<file path="config.mk">
export PLATFORM = sky130hd
export DESIGN_NAME = uart_wake_xcvr
export DESIGN_NICKNAME = d
export VERILOG_FILES = /design/src/rtl/uart_wake_pkg.sv /design/src/rtl/uwx_baud.sv /design/src/rtl/uwx_tx.sv /design/src/rtl/uwx_rx.sv /design/src/rtl/uwx_wake.sv /design/src/rtl/uart_wake_xcvr.sv
export SDC_FILE = /design/constraint.sdc
export NUM_CORES = 1
export LEC_CHECK = 0
export BUFFER_PORTS_ARGS = -buffer_cell sky130_fd_sc_hd__buf_4
export CAP_MARGIN = 5
export CELL_PAD_IN_SITES_DETAIL_PLACEMENT = 0
export CELL_PAD_IN_SITES_GLOBAL_PLACEMENT = 1
export CORE_MARGIN = 4
export CORE_UTILIZATION = 46
export CTS_BUF_LIST = sky130_fd_sc_hd__clkbuf_8
export DETAILED_ROUTE_END_ITERATION = 10
export HOLD_SLACK_MARGIN = 0.12
export PLACE_DENSITY_LB_ADDON = 0.1
export SYNTH_ARGS = -nofsm -noshare
export SYNTH_HDL_FRONTEND = slang
export SYNTH_SLANG_ARGS = --single-unit
</file>
<file path="constraint.sdc">
create_clock -name clk -period 6.2 [get_ports clk]
set_clock_uncertainty 0.2 [all_clocks]
set_input_delay 0.62 -clock clk [delete_from_list [all_inputs] [get_ports clk]]
set_output_delay 0.62 -clock clk [all_outputs]
set_load 0.005 [all_outputs]
</file>
<file path="src/rtl/uart_wake_pkg.sv">
// Shared constants and types for the serial transceiver.
// Assumes a fixed 16x oversampling and at most 9 data bits.
package uart_wake_pkg;
    localparam int OSR      = 16;
    localparam int DATA_MAX = 9;
    localparam int FRAME_W  = DATA_MAX + 2;
    localparam int CNT_W    = $clog2(OSR);
    localparam int BIT_W    = $clog2(FRAME_W);

    typedef enum logic [1:0] {
        RX_IDLE  = 2'd0,
        RX_START = 2'd1,
        RX_DATA  = 2'd2,
        RX_STOP  = 2'd3
    } rx_state_e;

    typedef enum logic {
        WAKE_IDLE = 1'b0,
        WAKE_ADDR = 1'b1
    } wake_mode_e;
endpackage

</file>
<file path="src/rtl/uwx_baud.sv">
// Oversampling tick generator: produces one tick every max(div,1) cycles.
// Assumes div may change at any time; the counter then wraps at the new limit.
module uwx_baud #(
    parameter int DIV_W = 16
) (
    input  logic             clk,
    input  logic             rst_n,
    input  logic [DIV_W-1:0] div,
    output logic             tick
);
    logic [DIV_W-1:0] cnt;
    logic [DIV_W-1:0] lim;

    // limit of the cycle counter, treating zero as one
    always_comb lim = (div == '0) ? '0 : div - 1'b1;

    assign tick = (cnt >= lim);

    // free-running cycle counter
    always_ff @(posedge clk) begin
        if (!rst_n)    cnt <= '0;
        else if (tick) cnt <= '0;
        else           cnt <= cnt + 1'b1;
    end
endmodule

</file>
<file path="src/rtl/uwx_tx.sv">
// Transmit shifter: sends start, 8 or 9 data bits LSB first, and a stop bit,
// each lasting OSR ticks. Assumes start is ignored while busy.
module uwx_tx
    import uart_wake_pkg::*;
(
    input  logic                clk,
    input  logic                rst_n,
    input  logic                tick,
    input  logic                nine_bit,
    input  logic                start,
    input  logic [DATA_MAX-1:0] data,
    output logic                busy,
    output logic                txd
);
    logic [FRAME_W-1:0] sh;
    logic [FRAME_W-1:0] frame;
    logic [CNT_W-1:0]   tcnt;
    logic [BIT_W-1:0]   bidx;
    logic [BIT_W-1:0]   last;

    // assemble the frame: start low, data, then stop and filler high
    always_comb begin
        frame = '1;
        frame[0] = 1'b0;
        for (int i = 0; i < DATA_MAX; i++) begin
            if (nine_bit || i < DATA_MAX - 1) frame[i+1] = data[i];
        end
    end

    // shift the frame out one bit every OSR ticks
    always_ff @(posedge clk) begin
        if (!rst_n) begin
            sh   <= '1;
            busy <= 1'b0;
            tcnt <= '0;
            bidx <= '0;
            last <= '0;
        end else if (start && !busy) begin
            sh   <= frame;
            busy <= 1'b1;
            tcnt <= '0;
            bidx <= '0;
            last <= nine_bit ? BIT_W'(FRAME_W - 1) : BIT_W'(FRAME_W - 2);
        end else if (busy && tick) begin
            tcnt <= tcnt + 1'b1;
            if (tcnt == CNT_W'(OSR - 1)) begin
                sh   <= {1'b1, sh[FRAME_W-1:1]};
                bidx <= bidx + 1'b1;
                if (bidx == last) busy <= 1'b0;
            end
        end
    end

    assign txd = busy ? sh[0] : 1'b1;
endmodule

</file>
<file path="src/rtl/uwx_rx.sv">
// Receive sampler: finds a start edge, votes samples 7/8/9 of each bit,
// and reports the word at the stop-bit centre. Assumes rxd is synchronised.
module uwx_rx
    import uart_wake_pkg::*;
(
    input  logic                clk,
    input  logic                rst_n,
    input  logic                tick,
    input  logic                nine_bit,
    input  logic                rxd,
    output logic                done,
    output logic                ferr,
    output logic [DATA_MAX-1:0] data,
    output logic                msb,
    output logic                quiet
);
    localparam int MID = OSR / 2;

    rx_state_e        st;
    logic [CNT_W-1:0] tcnt;
    logic [CNT_W-1:0] cnt_n;
    logic [BIT_W-1:0] bidx;
    logic             s_a, s_b, vote;

    assign cnt_n = tcnt + 1'b1;
    assign vote  = (s_a & s_b) | (s_a & rxd) | (s_b & rxd);
    assign msb   = nine_bit ? data[DATA_MAX-1] : data[DATA_MAX-2];
    assign quiet = (st == RX_IDLE) && rxd;

    // frame sampling state machine
    always_ff @(posedge clk) begin
        if (!rst_n) begin
            st   <= RX_IDLE;
            tcnt <= '0;
            bidx <= '0;
            s_a  <= 1'b1;
            s_b  <= 1'b1;
            data <= '0;
            done <= 1'b0;
            ferr <= 1'b0;
        end else begin
            done <= 1'b0;
            if (tick) begin
                if (st == RX_IDLE) begin
                    if (!rxd) begin
                        st   <= RX_START;
                        tcnt <= '0;
                        bidx <= '0;
                        data <= '0;
                    end
                end else begin
                    tcnt <= cnt_n;
                    if (cnt_n == CNT_W'(MID - 1)) s_a <= rxd;
                    if (cnt_n == CNT_W'(MID))     s_b <= rxd;
                    if (cnt_n == CNT_W'(MID + 1)) begin
                        case (st)
                            RX_START: if (vote) st <= RX_IDLE;
                            RX_DATA:  data[bidx] <= vote;
                            RX_STOP: begin
                                done <= 1'b1;
                                ferr <= !vote;
                                st   <= RX_IDLE;
                            end
                            default: ;
                        endcase
                    end
                    if (cnt_n == CNT_W'(OSR - 1)) begin
                        if (st == RX_START) begin
                            st   <= RX_DATA;
                            bidx <= '0;
                        end else if (st == RX_DATA) begin
                            if (bidx == (nine_bit ? BIT_W'(DATA_MAX - 1) : BIT_W'(DATA_MAX - 2)))
                                st <= RX_STOP;
                            else
                                bidx <= bidx + 1'b1;
                        end
                    end
                end
            end
        end
    end
endmodule

</file>
<file path="src/rtl/uwx_wake.sv">
// Sleep and wake control: gates word delivery while asleep and wakes on a
// frame-long idle line or an address-marked frame, as wake_sel selects.
// Assumes the idle count restarts at each sleep request.
module uwx_wake
    import uart_wake_pkg::*;
(
    input  logic clk,
    input  logic rst_n,
    input  logic tick,
    input  logic nine_bit,
    input  logic wake_sel,
    input  logic sleep_req,
    input  logic quiet,
    input  logic frame_done,
    input  logic frame_msb,
    output logic asleep,
    output logic deliver
);
    localparam int IDLE_MAX = FRAME_W * OSR;
    localparam int IDLE_W   = $clog2(IDLE_MAX + 1);

    logic [IDLE_W-1:0] icnt;
    logic [IDLE_W-1:0] thr;
    logic              idle_hit, addr_hit;

    assign thr      = nine_bit ? IDLE_W'(FRAME_W * OSR) : IDLE_W'((FRAME_W - 1) * OSR);
    assign idle_hit = (wake_mode_e'(wake_sel) == WAKE_IDLE) && (icnt >= thr);
    assign addr_hit = (wake_mode_e'(wake_sel) == WAKE_ADDR) && frame_done && frame_msb;
    assign deliver  = frame_done && (!asleep || addr_hit);

    // count idle ticks of a high line, saturating at the threshold
    always_ff @(posedge clk) begin
        if (!rst_n || sleep_req || !quiet) icnt <= '0;
        else if (tick && icnt < thr)       icnt <= icnt + 1'b1;
    end

    // sleep flag: set by request, cleared by the selected wake event
    always_ff @(posedge clk) begin
        if (!rst_n)                               asleep <= 1'b0;
        else if (sleep_req)                       asleep <= 1'b1;
        else if (asleep && (idle_hit || addr_hit)) asleep <= 1'b0;
    end
endmodule

</file>
<file path="src/rtl/uart_wake_xcvr.sv">
// Top level: tick generator, transmitter, receiver and wake control, plus
// the input synchroniser, single-wire gating and the held output word.
// Assumes rx_pin is asynchronous and the mode inputs change only while idle.
module uart_wake_xcvr
    import uart_wake_pkg::*;
#(
    parameter int DIV_W = 16
) (
    input  logic                clk,
    input  logic                rst_n,
    input  logic [DIV_W-1:0]    baud_div,
    input  logic                nine_bit,
    input  logic                one_wire,
    input  logic                wake_sel,
    input  logic                sleep_req,
    input  logic                tx_start,
    input  logic [DATA_MAX-1:0] tx_data,
    output logic                tx_busy,
    output logic                tx_pin,
    output logic                tx_oe,
    input  logic                rx_pin,
    output logic [DATA_MAX-1:0] rx_data,
    output logic                rx_ferr,
    output logic                rx_valid,
    input  logic                rx_ack,
    output logic                asleep
);
    logic                tick;
    logic [1:0]          sync;
    logic                rxd;
    logic                f_done, f_err, f_msb, quiet, deliver;
    logic [DATA_MAX-1:0] f_data;

    // two-stage synchroniser for the receive pin
    always_ff @(posedge clk) begin
        if (!rst_n) sync <= 2'b11;
        else        sync <= {sync[0], rx_pin};
    end

    // in single-wire mode the receiver sees an idle line during its own frame
    assign rxd   = (one_wire && tx_busy) ? 1'b1 : sync[1];
    assign tx_oe = one_wire ? tx_busy : 1'b1;

    uwx_baud #(.DIV_W(DIV_W)) u_baud (
        .clk(clk), .rst_n(rst_n), .div(baud_div), .tick(tick)
    );

    uwx_tx u_tx (
        .clk(clk), .rst_n(rst_n), .tick(tick), .nine_bit(nine_bit),
        .start(tx_start), .data(tx_data), .busy(tx_busy), .txd(tx_pin)
    );

    uwx_rx u_rx (
        .clk(clk), .rst_n(rst_n), .tick(tick), .nine_bit(nine_bit),
        .rxd(rxd), .done(f_done), .ferr(f_err), .data(f_data),
        .msb(f_msb), .quiet(quiet)
    );

    uwx_wake u_wake (
        .clk(clk), .rst_n(rst_n), .tick(tick), .nine_bit(nine_bit),
        .wake_sel(wake_sel), .sleep_req(sleep_req), .quiet(quiet),
        .frame_done(f_done), .frame_msb(f_msb),
        .asleep(asleep), .deliver(deliver)
    );

    // hold the delivered word until acknowledged
    always_ff @(posedge clk) begin
        if (!rst_n) begin
            rx_data  <= '0;
            rx_ferr  <= 1'b0;
            rx_valid <= 1'b0;
        end else if (deliver) begin
            rx_data  <= f_data;
            rx_ferr  <= f_err;
            rx_valid <= 1'b1;
        end else if (rx_ack) begin
            rx_valid <= 1'b0;
        end
    end
endmodule

</file>
==> impl_metrics.tcl <==
set metrics [dict create \
    status "finished, final reports clean" \
    syn_area_um2 4670 \
    grt-ovfl-total 0 \
    synth-main-ff-cell "dfxtp_1" \
    cpMostUsedCell "nand2_1" \
    wl_per_cell_um 14.3 \
    hold_viol_final 0 \
    ctsRootBufferMaster "clkbuf_8" \
    ctsHoldBuffers 0 \
    hold_slack_ns 0.213 \
    drc_errors 0 \
    num_rows 36 \
    synthTopCellsByCount "83 x dfxtp_1, 80 x nor2_1, 57 x nand2_1" \
    design_area_um2 5280 \
    maxCapViolations 0 \
    dp_slack_ns 0.814 \
    finalCriticalPeriod_ns 5.01 \
    cts_buffers 9 \
    ys_seq_area_frac 0.356 \
    p_seq_frac 0.564 \
    cp_cell_sequence "buf_4 > or4_1 > or3_1 > nor4_1 > nand2_1 > nand2_1 > ha_1 > a21o_1 > a221o_1 > a21oi_1 > and3_1 > nand2_1 > nor2_1" \
    yosysMostFrequentCell "dfxtp_1" \
    die_w_um 109 \
    yosys.area.top_type "dfxtp_1" \
    ios 49 \
    drive_above_1_share 0.122 \
    gp_congestion 0.784 \
    setup_viol 0 \
    p_int_uw 730 \
    post_cts_buffers 0 \
    grt_max_degree 39 \
    critical_path.max_stage_delay_ns 0.65 \
    area_delta_synth_final_pct 13.0 \
    synth-async-reset-ratio 0 \
    slew_headroom 0.391 \
    p_total_uw 972 \
    placed_area_um2 5100 \
    netlist_top_cells_area "dfxtp_1 36%, ha_1 8.6%, nor2_1 6.4%" \
    fin_cells 739 \
    avgViaCountPerCell 5.45 \
    cts_tree "done" \
    yosysWarnings 0 \
    ctsResizeCount 0 \
    p_clk_frac 0.356 \
    slew_viol_final 0 \
    worst-path-max-fanout 18 \
    cts_max_level 3 \
    synth_cells 563 \
    wirelength_um 10600 \
    multi_input_area_um2 2840 \
    antenna_cells 0 \
    synth_top_area_share 0.356 \
    via_count 4027 \
    fin_util 0.537 \
    leakage_nw 2.17 \
    p_per_area_nw_per_um2 184 \
    tns_ns 0 \
    drt_iter0_drc 213 \
    clkSinkCount 83 \
    ctsLongestPathBuffers 2 \
    clk_latency_ns 0.35 \
    p_sw_frac 0.249 \
    regArea_um2 1660 \
    crit_buf_inv 1 \
    nFillCells 954 \
    dr.pass1.iters 4 \
    port_buffers 48 \
    combPwrFrac 0.080 \
    grt_first_pass_wirelength_um 18100 \
    path_clk_slew_ns 0.08 \
    startpoint_type "primary input" \
    postSynthNetCount 629 \
    finalCritPeriodShare 0.808 \
    hpwlAfterDp_um 7930 \
    slowest_stage "and3_1" \
    rsz0062_at_grt "no" \
    synth_area_per_cell_um2 8.29 \
    synth_edf_count 0 \
    die_h_um 109 \
    coreArea_um2 9820 \
    path_class "in -> reg" \
    cpLargestDelayFamily "simple AND/OR/NAND/NOR gates" \
    fmax_ghz 0.200 \
    final_nets 667 \
    power.switching_uw 242 \
    hold_class "reg -> reg" \
    synth_cell_types 51 \
    worstMarginPinSlew_ns 0.911 \
    vdd_drop_max_v 0.0000994 \
    cp-end-kind "flip-flop" \
    grt_usage 0.189 \
    initial_core_util 0.476 \
    placed_cells 723 \
    grt_pass1_vias 3871 \
    dieArea_um2 11800 \
    ys_ff_latch 83 \
    required_ns 6.27 \
    ant_nets 0 \
    critPathArrivalTime_ns 5.08 \
    antenna_found_initial 0 \
    setup_ws_ns 1.19 \
]
==> power groups by stage <==
stage                     sequential, mW  clock, mW  combinational (mW)
after floorplan                    0.559          0              0.0432
after global placement             0.561          0              0.0765
after detailed placement           0.561          0              0.0785
after CTS                          0.548      0.358              0.0788
after global routing               0.550      0.381              0.0886
final                              0.548      0.346              0.0776
==> worst register-to-register path, stage by stage, from the launching register on <==
cell,delay [ns]
dfxtp_1,0.34
ha_1,0.32
a21o_1,0.17
a221o_1,0.31
a21oi_1,0.45
and3_1,0.65
nand2_1,0.50
nor2_1,0.22
==> worst paths after layout <==
| path | start | depth (start not counted) | slack, ns | endpoint |
|---|---|---|---|---|
| min | sync[0]$_SDFF_PN1_ | 1 | 0.21 | sync[1]$_SDFF_PN1_ |
| max | baud_div[9] | 13 | 1.19 | u_baud.cnt[9]$_SDFF_PP0_ |
| min reg2reg | sync[0]$_SDFF_PN1_ | 1 | 0.21 | sync[1]$_SDFF_PN1_ |
| max reg2reg | u_baud.cnt[9]$_SDFF_PP0_ | 7 | 2.98 | u_baud.cnt[9]$_SDFF_PP0_ |
==> metal layers <==
layer | share of wire | wire length, um | track usage | vias to the layer above
met5 | 0 | 0 | 0 | -
met4 | 0.0096 | 101 | 0.0478 | 0
met3 | 0.028 | 300 | 0.0349 | 10
met2 | 0.48 | 5100 | 0.320 | 49
met1 | 0.48 | 5060 | 0.248 | 1898
li1 | - | - | - | 2070
==> cell usage in the layout (no fill, tap or decap), types with 3 or more instances in the layout <==
cell,synthesis,final
dfxtp_1,83,83
mux2i_1,28,28
clkbuf_8,0,10
o21ai_0,14,14
xnor2_1,13,13
o22ai_1,5,5
nor3_1,14,14
nand4_1,11,11
nor4_1,3,3
a31oi_1,7,7
nand2b_1,9,9
nor2_1,80,80
a21oi_1,42,42
a32o_1,8,8
nand2_1,57,57
nand3_1,16,16
xor2_1,19,19
buf_4,0,50
nor2b_1,7,7
and2_1,13,13
and3_1,10,10
nor3b_1,4,4
inv_1,16,18
a31o_2,5,5
or3_1,4,4
o21a_1,3,3
nand3b_1,7,7
or4_1,4,4
ha_1,32,32
==> final cells by class <==
class	count	area share
clock buffers	10	0.0261
well taps	133	0.0315
flip-flops and latches	83	0.315
multi-input cells	441	0.539
clock inverters	6	0.00640
inverters	16	0.0114
repair buffers	50	0.0711
==> state kept, by name, indices dropped and copies added, names as in the netlist, 2 cells and up <==
register and count:
u_tx.bidx 4, u_rx.bidx 4, u_tx.tcnt 4, u_rx.tcnt 4, sync 2, rx_data 9, u_rx.st 2, u_rx.data 9
u_tx.sh 10, u_baud.cnt 16, u_tx.last 3, u_wake.icnt 8
==> kinds of logic (layout without fill, tap and decap cells) <==
kind of cell	Yosys count	in the layout	synth area share
compound gates	104	104	0.148
xor+xnor	32	32	0.0600
fa+ha+maj	32	32	0.0857
buf+inv	39	82	0.0356
flops	83	83	0.356
mux	28	28	0.0600
simple gates	245	245	0.255
No activity file was read; power rests on OpenSTA's default activity.
